<file path="config.mk">
export PLATFORM = sky130hd
export DESIGN_NAME = bank_apre_tracker
export DESIGN_NICKNAME = d
export VERILOG_FILES = /design/src/rtl/apre_pkg.sv /design/src/rtl/apre_timer.sv /design/src/rtl/apre_delay_calc.sv /design/src/rtl/bank_apre_tracker.sv
export SDC_FILE = /design/constraint.sdc
export NUM_CORES = 1
export LEC_CHECK = 0
export ABC_AREA = 0
export BUFFER_PORTS_ARGS = -buffer_cell sky130_fd_sc_hd__buf_2
export CAP_MARGIN = 20
export CORE_ASPECT_RATIO = 0.9
export CORE_MARGIN = 10
export CORE_UTILIZATION = 35
export DETAILED_ROUTE_END_ITERATION = 10
export HOLD_SLACK_MARGIN = 0.08
export PLACE_DENSITY = 0.54
export REMOVE_ABC_BUFFERS = 1
export SYNTH_ARGS = -nofsm -noshare
export SYNTH_HDL_FRONTEND = slang
export SYNTH_SLANG_ARGS = --single-unit
</file>
<file path="constraint.sdc">
create_clock -name clk -period 8.1 [get_ports clk]
set_input_delay 1.62 -clock clk [delete_from_list [all_inputs] [get_ports clk]]
set_output_delay 1.62 -clock clk [all_outputs]
set_load 0.05 [all_outputs]
</file>
<file path="src/rtl/apre_pkg.sv">
package apre_pkg;
   typedef enum logic [1:0] {
      BK_IDLE  = 2'd0,
      BK_OPEN  = 2'd1,
      BK_ARMED = 2'd2,
      BK_PRECH = 2'd3
   } bank_st_e;

   // timer slots
   localparam int TMR_RAS  = 0;
   localparam int TMR_RC   = 1;
   localparam int TMR_RP   = 2;
   localparam int TMR_WAIT = 3;
   localparam int TMR_NUM  = 4;
endpackage

</file>
<file path="src/rtl/apre_timer.sv">
module apre_timer #(
   parameter int CW = 9
) (
   input  logic          clk,
   input  logic          rst_n,
   input  logic          load_i,
   input  logic [CW-1:0] val_i,
   output logic [CW-1:0] cnt_o,
   output logic          done_o
);
   logic [CW-1:0] cnt_q;

   always_ff @(posedge clk) begin
      if (!rst_n)               cnt_q <= '0;
      else if (load_i)          cnt_q <= val_i;
      else if (cnt_q != '0)     cnt_q <= cnt_q - CW'(1);
   end

   assign cnt_o  = cnt_q;
   assign done_o = (cnt_q == '0);
endmodule

</file>
<file path="src/rtl/apre_delay_calc.sv">
module apre_delay_calc #(
   parameter int CW = 9
) (
   input  logic          is_wr_i,
   input  logic          bl8_i,
   input  logic [CW-1:0] al_i,
   input  logic [CW-1:0] cl_i,
   input  logic [CW-1:0] twr_i,
   input  logic [CW-1:0] trtp_i,
   input  logic [CW-1:0] ras_rem_i,
   output logic [CW-1:0] dly_o
);
   logic [CW-1:0] half, cwl, rd_nom, rd_rtp, rd_end, wr_end, base;

   always_comb begin
      half   = bl8_i ? CW'(4) : CW'(2);
      cwl    = (cl_i == '0) ? '0 : cl_i - CW'(1);
      rd_nom = al_i + half;
      // tRTP runs from the last 4-bit prefetch
      rd_rtp = al_i + (half - CW'(2)) + trtp_i;
      rd_end = (rd_rtp > rd_nom) ? rd_rtp : rd_nom;
      wr_end = al_i + cwl + half + twr_i;
      base   = is_wr_i ? wr_end : rd_end;
      dly_o  = (ras_rem_i > base) ? ras_rem_i : base;
   end
endmodule

</file>
<file path="src/rtl/bank_apre_tracker.sv">
module bank_apre_tracker #(
   parameter int TW = 6
) (
   input  logic          clk,
   input  logic          rst_n,
   input  logic          act_i,
   input  logic          rd_i,
   input  logic          wr_i,
   input  logic          ap_i,
   input  logic          cfg_bl8_i,
   input  logic [TW-1:0] cfg_al_i,
   input  logic [TW-1:0] cfg_cl_i,
   input  logic [TW-1:0] cfg_twr_i,
   input  logic [TW-1:0] cfg_trtp_i,
   input  logic [TW-1:0] cfg_tras_i,
   input  logic [TW-1:0] cfg_trp_i,
   input  logic [TW-1:0] cfg_trc_i,
   output logic          open_o,
   output logic          pre_start_o,
   output logic          act_ok_o,
   output logic          viol_o
);
   import apre_pkg::*;

   localparam int CW = TW + 3;

   generate
      if (TW < 3) begin : g_bad_tw
         $error("bank_apre_tracker: TW must be at least 3");
      end
   endgenerate

   function automatic logic [CW-1:0] less1(input logic [TW-1:0] v);
      return (v == '0) ? '0 : CW'(v) - CW'(1);
   endfunction

   bank_st_e st_q, st_d;
   logic pre_q, viol_q;
   logic multi, rw_any, act_acc, rw_acc, ap_acc, bad, fire;
   logic [CW-1:0] dly;

   logic          tmr_ld   [TMR_NUM];
   logic [CW-1:0] tmr_val  [TMR_NUM];
   logic [CW-1:0] tmr_cnt  [TMR_NUM];
   logic          tmr_done [TMR_NUM];

   genvar g;
   generate
      for (g = 0; g < TMR_NUM; g++) begin : g_tmr
         apre_timer #(.CW(CW)) u_tmr (
            .clk    (clk),
            .rst_n  (rst_n),
            .load_i (tmr_ld[g]),
            .val_i  (tmr_val[g]),
            .cnt_o  (tmr_cnt[g]),
            .done_o (tmr_done[g])
         );
      end
   endgenerate

   apre_delay_calc #(.CW(CW)) u_calc (
      .is_wr_i   (wr_i),
      .bl8_i     (cfg_bl8_i),
      .al_i      (CW'(cfg_al_i)),
      .cl_i      (CW'(cfg_cl_i)),
      .twr_i     (CW'(cfg_twr_i)),
      .trtp_i    (CW'(cfg_trtp_i)),
      .ras_rem_i (tmr_cnt[TMR_RAS]),
      .dly_o     (dly)
   );

   // command decode
   always_comb begin
      multi    = ($countones({act_i, rd_i, wr_i}) > 1);
      rw_any   = (rd_i | wr_i) & ~multi;
      act_ok_o = tmr_done[TMR_RC] &
                 ((st_q == BK_IDLE) | ((st_q == BK_PRECH) & tmr_done[TMR_RP]));
      act_acc  = act_i & ~multi & act_ok_o;
      rw_acc   = rw_any & (st_q == BK_OPEN);
      ap_acc   = rw_acc & ap_i;
      bad      = multi | (act_i & ~multi & ~act_ok_o) | (rw_any & (st_q != BK_OPEN));
      fire     = (st_q == BK_ARMED) & tmr_done[TMR_WAIT];
   end

   // timer loads
   always_comb begin
      tmr_ld[TMR_RAS]   = act_acc;
      tmr_val[TMR_RAS]  = less1(cfg_tras_i);
      tmr_ld[TMR_RC]    = act_acc;
      tmr_val[TMR_RC]   = less1(cfg_trc_i);
      tmr_ld[TMR_RP]    = fire;
      tmr_val[TMR_RP]   = less1(cfg_trp_i);
      tmr_ld[TMR_WAIT]  = ap_acc;
      tmr_val[TMR_WAIT] = dly - CW'(1);
   end

   always_comb begin
      st_d = st_q;
      unique case (st_q)
         BK_IDLE:  if (act_acc) st_d = BK_OPEN;
         BK_OPEN:  if (ap_acc)  st_d = BK_ARMED;
         BK_ARMED: if (fire)    st_d = BK_PRECH;
         BK_PRECH: begin
            if (act_acc)                st_d = BK_OPEN;
            else if (tmr_done[TMR_RP])  st_d = BK_IDLE;
         end
         default:  st_d = BK_IDLE;
      endcase
   end

   always_ff @(posedge clk) begin
      if (!rst_n) begin
         st_q   <= BK_IDLE;
         pre_q  <= 1'b0;
         viol_q <= 1'b0;
      end else begin
         st_q   <= st_d;
         pre_q  <= fire;
         viol_q <= bad;
      end
   end

   assign open_o      = (st_q == BK_OPEN) | (st_q == BK_ARMED);
   assign pre_start_o = pre_q;
   assign viol_o      = viol_q;

   AST_ACT_OPENS: assert property (@(posedge clk) disable iff (!rst_n)
      act_acc |=> (open_o && !act_ok_o));
   AST_PRE_ONE_CYCLE: assert property (@(posedge clk) disable iff (!rst_n)
      pre_start_o |=> !pre_start_o);
   AST_PRE_AFTER_RAS: assert property (@(posedge clk) disable iff (!rst_n)
      pre_start_o |-> tmr_done[TMR_RAS]);
   AST_PRE_CLOSES: assert property (@(posedge clk) disable iff (!rst_n)
      pre_start_o |-> !open_o);
   AST_RP_HOLDS_ACT: assert property (@(posedge clk) disable iff (!rst_n)
      (pre_start_o && cfg_trp_i > TW'(1)) |-> !act_ok_o);
   AST_BAD_IGNORED: assert property (@(posedge clk) disable iff (!rst_n)
      (bad && st_q != BK_ARMED) |=> $stable(open_o));
   AST_MULTI_FLAG: assert property (@(posedge clk) disable iff (!rst_n)
      ($countones({act_i, rd_i, wr_i}) > 1) |=> viol_o);
endmodule

</file>
# After elaboration in Yosys (flattened, before gate mapping)
# Index checks and enable logic that the tools add are counted.
[op_classes]
n_addsub = 18
n_lt_le_gt_ge = 3
eq_ne = 8
n_mux = 22
n_bitwise = 17
reduce_logical = 17
[ops]
columns = ["cell", "count"]
rows = [
  ["$mux 9", 15],
  ["$sub 9x1->9 const B", 5],
  ["$logic_not 9->1", 4],
  ["$reduce_bool 9->1", 4],
  ["$sub 6x1->7 const B", 4],
  ["$add 6x9->9", 3],
  ["$add 9x6->9", 2],
  ["$gt 9x9->1", 2],
  ["$logic_not 6->1", 3],
  ["$and 1x1->1", 10],
  ["$mux 2", 5],
  ["$add 9x9->9", 1],
  ["$sub 9x2->9 const B", 1],
  ["$pmux 2 s4", 1],
  ["$reduce_bool 2->1", 4],
  ["$ne 2x2->1 const B", 3],
  ["$or 1x1->1", 5],
  ["$eq 2x2->1 const B", 2],
  ["$reduce_and 4->1", 1],
  ["$add 2x1->3", 1],
  ["$gt 3x1->1 const B", 1],
  ["$mux 3", 1],
  ["$ne 3x2->1 const B", 1],
  ["$add 1x1->2", 1],
  ["4 further kinds", 5],
]
[word_totals]
regBits = 40
output_inout_bits = 4

# Logic depth before layout (Yosys ltp)
[logic_depth]
ltp_word = 11
ltp_mapped = 27
ltp_nobuf = 27

# Cells and area by module
# From an unflattened synthesis, not the netlist that was laid out.
[hier_totals]
cells_unflattened = 635
area_unflattened_um2 = 4999.8
[modules_own_cells]
columns = ["module", "instances", "cells_each", "area_each_um2", "seq_area_each_um2"]
rows = [
  ["apre_delay_calc", 1, 261, 2115.8, 0.0],
  ["apre_timer", 4, 62, 511.7, 180.2],
  ["bank_apre_tracker", 1, 126, 837.1, 80.1],
]

# Worst setup path after synthesis
# OpenSTA, ideal clock, no wires.
[synth_path]
path_type = "input to register"
start = "input cfg_al_i[2]"
end = "register g_tmr[3].u_tmr.cnt_q[8]"
setup_ns = 0.072
arrival_time_ns = 7.574
required_time_ns = 8.028
slack_ns = 0.454
stages = 23
path_buffers = 0
path_cell_list = "inv_1 ha_1 inv_1 fa_1 ha_1 fa_1 a21o_1 a21oi_1 xor2_1 ha_1 a21o_1 o211ai_1 nand3_2 a311oi_1 ha_1 a2111oi_0 a221oi_1 a211oi_1 nor2_1 o31ai_1 nand2_1 or4_1 a21oi_1"
[synth_via]
elab_chain_len = 9
[synth_rtl]
columns = ["item", "line_no", "text"]
rows = [
  ["start, declared", "bank_apre_tracker.sv:11", "input logic [TW-1:0] cfg_al_i,"],
  ["$add 6x9->9", "apre_delay_calc.sv:20", "rd_rtp = al_i + (half - CW'(2)) + trtp_i;"],
  ["$add 9x6->9", "apre_delay_calc.sv:20", ""],
  ["$gt 9x9->1", "apre_delay_calc.sv:21", "rd_end = (rd_rtp > rd_nom) ? rd_rtp : rd_nom;"],
  ["$mux 9", "apre_delay_calc.sv:21", ""],
  ["$mux 9 *", "apre_delay_calc.sv:23", "base = is_wr_i ? wr_end : rd_end;"],
  ["$gt 9x9->1", "apre_delay_calc.sv:24", "dly_o = (ras_rem_i > base) ? ras_rem_i : base;"],
  ["$mux 9 *", "apre_delay_calc.sv:24", ""],
  ["$sub 9x1->9 *", "bank_apre_tracker.sv:94", "tmr_val[TMR_WAIT] = dly - CW'(1);"],
  ["$mux 9 *", "apre_timer.sv:15", "else if (load_i) cnt_q <= val_i;"],
  ["end signal, assigned", "apre_timer.sv:15", ""],
  ["end signal, assigned", "apre_timer.sv:16", "else if (cnt_q != '0) cnt_q <= cnt_q - CW'(1);"],
  ["end, declared", "apre_timer.sv:11", "logic [CW-1:0] cnt_q;"],
]
# Every way passes the cells marked *; elsewhere a longest branch is shown, timed or not.
# A chain may end at the register's enable or synchronous reset.

# Worst setup path in the final report
# Ends and elaborated chain as after synthesis.

==> impl_metrics.tcl <==
set metrics [dict create \
    outcome "finished clean" \
    routedWlPerCell_um 13.7 \
    synth_top_area_cell "dfxtp_1" \
    drt-met1-wl_um 5450 \
    min_from "g_tmr[1].u_tmr.cnt_o[8]" \
    die-area_sq_um 16900 \
    slew_headroom 0.398 \
    drc 0 \
    crit_fanout 6 \
    clock-root-buffer "clkbuf_16" \
    grt_start_max_net_pins 22 \
    hp-class "flip-flop to flip-flop" \
    netlist_area_sq_um 4230 \
    worst_pin_slew_ns 0.896 \
    row_count 38 \
    finalWirelength_um 10400 \
    worstPathRequired_ns 8.30 \
    synth_most_common_cell "nor2_1" \
    drtIter0Drc 208 \
    hold_buffers 0 \
    setup.worst_path.end_class "flip-flop" \
    synthesis.instances 543 \
    die_width_um 136 \
    drv_slew 0 \
    synth-seq-area-share 0.189 \
    vias 3873 \
    max_freq_ghz 0.130 \
    globalRouteOverflowTotal 0 \
    cts.sinks 40 \
    ys_warn_count 0 \
    whs_ns 0.505 \
    min_to "g_tmr[1].u_tmr.cnt_o[8]" \
    port-buffer-count 52 \
    synth.area.mux_share 0.0148 \
    grt_pass1_wl_um 17600 \
    worst-setup-path-type "input pin to flip-flop" \
    synth-xor-area-share 0.0787 \
    setup_slack_ns 0.421 \
    finalHoldViolations 0 \
    drt-pass1-iter-count 6 \
    start_util 0.355 \
    viasPerCell 5.08 \
    nNetsFinal 721 \
    synth-compound-area-share 0.191 \
    synth_edf_count 0 \
    synthTopCellsByArea "dfxtp_1, ha_1, fa_1, nor2_1, xnor2_1" \
    antenna_left 0 \
    async_reset_ff_frac 0 \
    highest_layer "met4" \
    regToRegSetupSlack_ns 4.63 \
    skew_ns 0.00361 \
    yosysUniqueCellTypes 63 \
    diodes 0 \
    grt_antenna_before_repair 0 \
    clkLatencyLatePin_ns 0.28 \
    cp.arrival_ns 7.88 \
    synth_top_area_share 0.189 \
    grt_pass1_vias 3726 \
    core_sq_um 11900 \
    drv_cap 0 \
    p_leak_nw 2.22 \
    postLayoutCoreUtil 0.408 \
    synth_top_family_by_area "simple AND/OR/NAND/NOR gates" \
    rsz0062_at_grt "false" \
    setup_viol 0 \
    worstReg2RegEnd "st_q[0]" \
    dp_slack_ns -0.0302 \
    clkSlewWorstSetupHoldPaths_ns 0.06 \
    clock_path_buffers 2 \
    avgSynthCellArea_sq_um 7.79 \
    met2WireLength_um 4570 \
    worstHoldPathCells 1 \
    place_congestion 0.873 \
    synth-seq-cells 40 \
    r2r_cells 10 \
    reg2reg_from "g_tmr[2].u_tmr.cnt_o[0]" \
    cts_tree "built" \
    dp_hpwl_um 8750 \
    peakVddDrop_mv 0.0984 \
    setup_tns_ns 0 \
    wl_met3_um 344 \
    synth-simple-area-share 0.239 \
    synth-adder-area-share 0.227 \
    nFillCells 1210 \
    post-route-period-util 0.948 \
    ys.flop_type "dfxtp_1" \
    grt_usage 0.122 \
    io_pins 53 \
    cts_buffers 5 \
    htreeDepth 2 \
    drive_gt1_frac 0.139 \
    cellPowerDensity_nw_per_um2 292 \
    areaGrowthSynthToFinish_pct 15.1 \
    die_h_um 124 \
    synth_top_cells_by_count "nor2_1, ha_1, inv_1" \
    min_period_ns 7.68 \
    worst_setup_path_start_kind "input pin" \
]
## worst max-delay path by stage
stage / from / end / slack (ns) / cells after the start
4_1_cts: cfg_al_i[2] / g_tmr[3].u_tmr.cnt_o[8] / 0.23 / 27
2_1_floorplan: cfg_al_i[2] / g_tmr[3].u_tmr.cnt_o[8] / 0.45 / 23
5_1_grt: cfg_al_i[2] / g_tmr[3].u_tmr.cnt_o[8] / 0.02 / 27
6_report: cfg_al_i[2] / g_tmr[3].u_tmr.cnt_o[8] / 0.42 / 27
3_3_place_gp: cfg_al_i[2] / g_tmr[3].u_tmr.cnt_o[8] / 0.06 / 27
3_5_place_dp: cfg_al_i[2] / g_tmr[3].u_tmr.cnt_o[8] / -0.03 / 27
## per-layer routing
layer / vias to the layer above / GRT usage
met5: - / 0
met1: 1746 / 0.176
met4: 0 / 0.0225
met3: 6 / 0.0181
met2: 67 / 0.188
li1: 2054 / -
## registers in the layout (all words and copies together) (netlist names)
register / cells
g_tmr.u_tmr.cnt_o: 36
st_q: 2
viol_o: 1
pre_start_o: 1
## cell usage in the layout, fill, tap and decap left out, drive strengths merged, types with 6 or more instances in the layout
cell type,n
or4,6
ha,56
a31oi,8
o31ai,9
a21oi,37
xor2,11
fa,13
a211oi,10
clkbuf,6
or3,7
inv,53
buf,64
o21ai,19
nand3,12
a21o,10
nor3,27
xnor2,27
dfxtp,40
nand2,40
nor2,67
## critical path: stages
cell and delay [ns]:
buf_2 0.09, inv_1 0.04, ha_1 0.28, inv_1 0.07
fa_1 0.41, ha_1 0.26, fa_1 0.42, a21o_1 0.20
a21oi_1 0.19, xor2_1 0.23, ha_1 0.27, nand2_1 0.09
or3_1 0.10, o211ai_1 0.11, buf_4 0.17, and4_1 0.18
a311oi_1 0.40, ha_1 0.33, a2111oi_0 0.36, a221oi_1 0.19
a211oi_2 0.42, o41ai_1 0.14, a31oi_1 0.29, ha_1 0.24
nand3_1 0.10, or4_1 0.51, a21oi_1 0.15
## repair_timing
item,in CTS,in global routing
setup buffers,0,0
setup endpoints to repair,0,3
gates resized for setup,0,1
## cells by family (layout without fill, tap and decap cells)
kind of cell / after synthesis / in the layout
and+or+nand+nor: 201 / 201
AOI/OAI and AO/OA: 123 / 123
adders and majority gates: 69 / 69
buffers and inverters: 65 / 124
DFF: 40 / 40
xor gates and xnor gates: 38 / 38
muxes: 6 / 6
other: 1 / 2
## through the flow
stage / cells / cell area [sq um] / power (mW)
global route: 763 / 4870 / 1.57
CTS: 763 / 4870 / 1.43
finish: 763 / 4870 / 1.42
global placement: 756 / 4730 / 1.23
floorplan: 532 / 4180 / 1.00
detailed placement: 756 / 4730 / 1.24
## where the power goes
group          total, mW  switching (mW)  internal (mW)
registers          0.324          0.0610          0.263
clock network      0.186          0.0738          0.112
logic              0.915           0.499          0.417
## cell type report
cell class                 instances  area [sq um]  share of cell area
sequential                        40           801               0.164
clock buffer                       6           129              0.0265
clock inverter                     1          5.00             0.00103
tap                              160           200              0.0411
timing repair buffer              64           350              0.0719
inverter                          53           199              0.0408
multi-input combinational        439          3190               0.654
Note: power is estimated with default switching activity, not from simulation.
